===== src/rtl/ctxsw_pkg.sv =====
package ctxsw_pkg;
  localparam int REC_WORDS = 13;
  localparam int WORD_W    = 16;
  localparam int REC_W     = REC_WORDS * WORD_W;
  localparam int SLOT_W    = $clog2(REC_WORDS);
  localparam int SLOT_CS   = 1;
  localparam int SLOT_IP   = 2;
  localparam logic [WORD_W-1:0] IP_KEEP = 16'hFFF0;

  typedef enum logic [2:0] {
    ST_IDLE,
    ST_SAVE,
    ST_LOAD,
    ST_WAIT,
    ST_OUT
  } sw_state_t;
endpackage


===== src/rtl/ctxsw_seq.sv =====
module ctxsw_seq
  import ctxsw_pkg::*;
#(
  parameter int NTASK = 4,
  localparam int IDXW = $clog2(NTASK)
) (
  input  logic              clk,
  input  logic              rst_n,
  input  logic              req,
  output sw_state_t         state,
  output logic [SLOT_W-1:0] slot,
  output logic [IDXW-1:0]   idx
);
  localparam logic [SLOT_W-1:0] LAST_SLOT = SLOT_W'(REC_WORDS - 1);

  always_ff @(posedge clk) begin
    if (!rst_n) begin
      state <= ST_IDLE;
      slot  <= '0;
      idx   <= '0;
    end else begin
      case (state)
        ST_IDLE: begin
          slot <= '0;
          if (req) state <= ST_SAVE;
        end
        ST_SAVE: begin
          if (slot == LAST_SLOT) begin
            slot  <= '0;
            idx   <= IDXW'(idx + 1'b1);
            state <= ST_LOAD;
          end else begin
            slot <= slot + 1'b1;
          end
        end
        ST_LOAD: begin
          if (slot == LAST_SLOT) begin
            slot  <= '0;
            state <= ST_WAIT;
          end else begin
            slot <= slot + 1'b1;
          end
        end
        ST_WAIT: state <= ST_OUT;
        ST_OUT:  state <= ST_IDLE;
        default: state <= ST_IDLE;
      endcase
    end
  end

  // index only ever moves by a single modular step
  assert_idx_step_R1: assert property (@(posedge clk) disable iff (!rst_n)
    (idx != $past(idx)) |-> (idx == IDXW'($past(idx) + 1'b1)));
endmodule


===== src/rtl/ctxsw_recbuf.sv =====
module ctxsw_recbuf
  import ctxsw_pkg::*;
(
  input  logic              clk,
  input  logic              rst_n,
  input  logic              cap_snap,
  input  logic [REC_W-1:0]  snap_in,
  input  logic              rd_issue,
  input  logic [SLOT_W-1:0] slot,
  input  logic [WORD_W-1:0] rd_data,
  output logic [WORD_W-1:0] wr_word,
  output logic [REC_W-1:0]  rec_out
);
  logic [WORD_W-1:0] snap_q [REC_WORDS];
  logic [WORD_W-1:0] rec_q  [REC_WORDS];
  logic              rd_vld;
  logic [SLOT_W-1:0] rd_slot;

  always_ff @(posedge clk) begin
    if (!rst_n) begin
      rd_vld  <= 1'b0;
      rd_slot <= '0;
    end else begin
      rd_vld  <= rd_issue;
      rd_slot <= slot;
    end
  end

  for (genvar k = 0; k < REC_WORDS; k++) begin : g_word
    always_ff @(posedge clk) begin
      if (cap_snap) snap_q[k] <= snap_in[k*WORD_W +: WORD_W];
      if (rd_vld && rd_slot == SLOT_W'(k)) rec_q[k] <= rd_data;
    end
    assign rec_out[k*WORD_W +: WORD_W] = rec_q[k];
  end

  assign wr_word = snap_q[slot];
endmodule


===== src/rtl/ctxsw_sanitize.sv =====
module ctxsw_sanitize
  import ctxsw_pkg::*;
(
  input  logic [REC_W-1:0]  rec_in,
  input  logic [WORD_W-1:0] cs_fixed,
  output logic [REC_W-1:0]  rec_out
);
  for (genvar k = 0; k < REC_WORDS; k++) begin : g_fix
    logic [WORD_W-1:0] w;
    assign w = rec_in[k*WORD_W +: WORD_W];
    if (k == SLOT_CS) begin : g_cs
      assign rec_out[k*WORD_W +: WORD_W] = (w == cs_fixed) ? w : cs_fixed;
    end else if (k == SLOT_IP) begin : g_ip
      assign rec_out[k*WORD_W +: WORD_W] = w & IP_KEEP;
    end else begin : g_pass
      assign rec_out[k*WORD_W +: WORD_W] = w;
    end
  end
endmodule


===== src/rtl/ctx_switch_engine.sv =====
module ctx_switch_engine
  import ctxsw_pkg::*;
#(
  parameter int NTASK  = 4,
  parameter int ADDR_W = 10,
  parameter int TBASE  = 64
) (
  input  logic                       clk,
  input  logic                       rst_n,
  input  logic                       sw_req,
  input  logic [REC_W-1:0]           snap_regs,
  output logic [$clog2(NTASK)-1:0]   cur_task,
  output logic                       restore_valid,
  output logic [REC_W-1:0]           restore_regs,
  output logic                       ram_en,
  output logic                       ram_we,
  output logic [ADDR_W-1:0]          ram_addr,
  output logic [WORD_W-1:0]          ram_wdata,
  input  logic [WORD_W-1:0]          ram_rdata,
  output logic [$clog2(NTASK)-1:0]   cslim_idx,
  input  logic [WORD_W-1:0]          cslim_data
);
  localparam int IDXW = $clog2(NTASK);

  sw_state_t         state;
  logic [SLOT_W-1:0] slot;
  logic [IDXW-1:0]   idx;
  logic [ADDR_W-1:0] rec_base;
  logic [REC_W-1:0]  rec_raw;
  logic              cap_snap;

  ctxsw_seq #(.NTASK(NTASK)) u_seq (
    .clk   (clk),
    .rst_n (rst_n),
    .req   (sw_req),
    .state (state),
    .slot  (slot),
    .idx   (idx)
  );

  assign cap_snap = (state == ST_IDLE) && sw_req;

  ctxsw_recbuf u_buf (
    .clk      (clk),
    .rst_n    (rst_n),
    .cap_snap (cap_snap),
    .snap_in  (snap_regs),
    .rd_issue (state == ST_LOAD),
    .slot     (slot),
    .rd_data  (ram_rdata),
    .wr_word  (ram_wdata),
    .rec_out  (rec_raw)
  );

  ctxsw_sanitize u_fix (
    .rec_in   (rec_raw),
    .cs_fixed (cslim_data),
    .rec_out  (restore_regs)
  );

  assign rec_base      = ADDR_W'(TBASE + int'(idx) * REC_WORDS);
  assign ram_addr      = rec_base + ADDR_W'(slot);
  assign ram_en        = (state == ST_SAVE) || (state == ST_LOAD);
  assign ram_we        = (state == ST_SAVE);
  assign restore_valid = (state == ST_OUT);
  assign cur_task      = idx;
  assign cslim_idx     = idx;

  // every save lands inside the current task's record
  assert_wr_window_R2: assert property (@(posedge clk) disable iff (!rst_n)
    (ram_en && ram_we) |->
      (ram_addr >= rec_base && ram_addr < rec_base + ADDR_W'(REC_WORDS)));

  // every read falls in the record of the index after the step
  assert_rd_window_R3: assert property (@(posedge clk) disable iff (!rst_n)
    (ram_en && !ram_we) |->
      (ram_addr >= rec_base && ram_addr < rec_base + ADDR_W'(REC_WORDS)));

  // valid is a single-cycle pulse
  assert_onepulse_R6: assert property (@(posedge clk) disable iff (!rst_n)
    restore_valid |=> !restore_valid);

  // RAM stays idle while the result is presented
  assert_valid_quiet_R6: assert property (@(posedge clk) disable iff (!rst_n)
    restore_valid |-> !ram_en);

  // a strobe during a switch does not restart the save
  assert_busy_ignore_R7: assert property (@(posedge clk) disable iff (!rst_n)
    (ram_en && !ram_we) |=> !(ram_en && ram_we));
endmodule


===== config.mk =====
export PLATFORM = sky130hd
export DESIGN_NAME = ctx_switch_engine
export DESIGN_NICKNAME = d
export VERILOG_FILES = /design/src/rtl/ctxsw_pkg.sv /design/src/rtl/ctxsw_seq.sv /design/src/rtl/ctxsw_recbuf.sv /design/src/rtl/ctxsw_sanitize.sv /design/src/rtl/ctx_switch_engine.sv
export SDC_FILE = /design/constraint.sdc
export NUM_CORES = 1
export LEC_CHECK = 0
export BUFFER_PORTS_ARGS = -buffer_cell sky130_fd_sc_hd__buf_2
export CORE_AREA = 2 2 188 190
export CTS_BUF_LIST = sky130_fd_sc_hd__clkbuf_8
export CTS_CLUSTER_SIZE = 40
export DETAILED_ROUTE_END_ITERATION = 10
export DIE_AREA = 0 0 190 192
export PLACE_DENSITY = 0.73
export SYNTH_ARGS = -nofsm -noshare
export SYNTH_HDL_FRONTEND = slang
export SYNTH_SLANG_ARGS = --single-unit

===== constraint.sdc =====
create_clock -name clk -period 45.3 [get_ports clk]
set_input_delay 4.53 -clock clk [delete_from_list [all_inputs] [get_ports clk]]
set_output_delay 4.53 -clock clk [all_outputs]
set_load 0.02 [all_outputs]

==> out/results.ini <==
[final_layout]
most-common-layout-cells=buf_2, edfxtp_1, clkbuf_8
fill_cells=2671
final_core_util_pct=53.9
nets=1389
syn_to_final_growth_pct=15.6
drive_gt1_share_pct=51.4
mostFrequentLayoutCell=buf_2

[power]
powerDensity_nw_per_um2=41.0
pwr-share-comb_pct=4.4
power.switching_uw=161
vdd_drop_max_uv=27.5
internal_power_uw=597
power_frac_seq_pct=57.6
fin_total_pwr_uw=758
pwr-share-clk_pct=38.0
p_leak_uw=0.00699
switching_share_pct=21.3

[clock_network]
clk-insertion-delay-late_ps=600
cts_buffers=67
post_cts_resized=0
postCtsSetupBuffers=0
clockBufferDepth=3
cts_root_buf=clkbuf_8
cts_hold_buf=0
htreeDepth=3
clk_pin_slew_ps=60
cts_tree=yes
clock-sinks=414

[status]
status=finished, final reports clean

[sta]
report.final.setup_viol=0
setup_slack_ps=36240
rsz0062_at_grt=false
tightest_slew_ps=1200
tns_ps=0
skew_ps=24.8
slew_headroom_pct=20.3
fmax_mhz=110
post-route-period-util_pct=20.0
hold_ws_ps=578
hold_viol=0
slew_violations=0
layout_min_cycle_time_ps=9060

[global_routing]
grt_pass1_vias=7943
grt_max_degree=209
antenna_found_initial=13
grt_overflow_total=0
track_usage_pct=18.0
grt_pass1_wl_um=47400

[flow_run]
cap_violations=0

[min_path]
min_path_type=reg -> reg
whs_path_depth=2

[floorplan]
die_h_um=192
io_pins=484
die-area_sq_um=36500
initial_core_util_pct=46.6
rows=68
die-width_um=190
core-area_sq_um=34300

[worst_setup_path]
crit_fanout=1
arrival_ps=4530
critPathLaunchType=input port
cp.depth=0
rr_worst_depth=2
worstSetupPathType=in -> out
cp-end-kind=output port
crit_required_ps=40770

[synth]
ys.flop_type=edfxtp_1
yosys_warnings=0
synth_edf_count=396
seq_area_frac_synth_pct=76.6
netlist_area_sq_um=16000
ys_ff_latch=414
synthDistinctLibCells=44
netlist_instances=839
syn_area_per_cell_sq_um=19.1
synthArstFlopShare_pct=0

[drt]
wl_um=33400
drc=0
drt-initial-drc-count=465
ant_nets=0
avgViaCountPerCell=4.84
wire_per_inst_um=20.3
firstDrtPassIters=4
vias=7950

[place]
pre_cts_slack_ps=36240
gp_congestion=0.795
portBuffers=443
dpl.hpwl_um=22900

-- cell families (layout without fill, tap and decap cells) --
| logic type | after synthesis | after routing | synth area share, % |
|---|---|---|---|
| AND/OR/NAND/NOR | 50 | 50 | 1.68 |
| other | 2 | 16 | 0.0470 |
| multiplexers | 64 | 64 | 7.77 |
| buffers and inverters | 239 | 572 | 10.5 |
| flip-flops | 414 | 414 | 76.6 |
| adder cells (fa/ha/maj) | 13 | 13 | 1.10 |
| AO/OA/AOI/OAI | 53 | 53 | 2.06 |
| XOR/XNOR | 4 | 4 | 0.219 |
-- worst paths after layout --
check	startpoint	endpoint	slack, ps
max reg2reg	u_seq.state[0]$_SDFFE_PN0P_	u_buf.snap_q[12][7]$_DFFE_PP_	43020
min reg2reg	u_seq.slot[1]$_SDFFE_PN0N_	u_buf.rd_slot[1]$_SDFF_PN0_	580
min	u_seq.slot[1]$_SDFFE_PN0N_	u_buf.rd_slot[1]$_SDFF_PN0_	580
max	cslim_data[0]	restore_regs[16]	36240
-- cell type report --
class	instances	area [sq um]	area share, %
repair buffers	453	2300	12.5
multi-input cells	192	2120	11.5
clock inverters	43	225	1.22
well taps	455	569	3.08
flip-flops and latches	414	12300	66.3
clock buffers	70	963	5.21
diodes	8	20.0	0.108
inverters	6	22.5	0.122
-- routing by layer --
layer	global-route usage, %	vias to the layer above	wire length, um
met2	29.7	435	16500
met1	21.2	3841	12700
met4	7.54	10	799
met3	7.11	66	3350
li1	-	3598	-
met5	0	-	66
-- registers in the layout, summed over array words and instances (netlist names), named ones only --
signal         flops
u_buf.rd_slot      4
u_buf.rd_vld       1
u_buf.rec_q      188
u_buf.snap_q     208
u_seq.idx          2
u_seq.slot         4
u_seq.state        3
-- stage by stage --
| stage | cells | instance area [sq um] |
|---|---|---|
| after global routing | 1639 | 18500 |
| after global placement | 1520 | 17300 |
| after CTS | 1633 | 18500 |
| after floorplan | 845 | 16000 |
| after detailed placement | 1520 | 17300 |
| final | 1641 | 18500 |
-- cells in the mapped netlist, types with 3 or more instances --
cell      number  share of area [%]
a21o_1         6               0.28
a21oi_1       21               0.66
buf_2          8               0.25
buf_4        199                9.3
buf_6          3               0.21
clkbuf_1      22               0.52
dfxtp_1       18                2.3
edfxtp_1     396                 74
ha_1          10               0.78
inv_1          5               0.12
mux2i_1       16                1.0
mux4_2        48                6.8
nand2_1        4              0.094
nand2b_1       7               0.27
nand3_1        4               0.13
nand3b_1       4               0.19
nor2_1        15               0.35
nor3_1         6               0.19
o22ai_1       16               0.63
-- power by group through the flow --
stage | logic [uW] | registers (uW) | clock network [uW]
2_1_floorplan | 18.6 | 450 | 0
3_3_place_gp | 33.0 | 444 | 0
3_5_place_dp | 33.4 | 445 | 0
4_1_cts | 33.5 | 437 | 298
5_1_grt | 36.0 | 438 | 315
6_report | 33.0 | 437 | 288
Note: power is estimated with default switching activity, not from simulation.
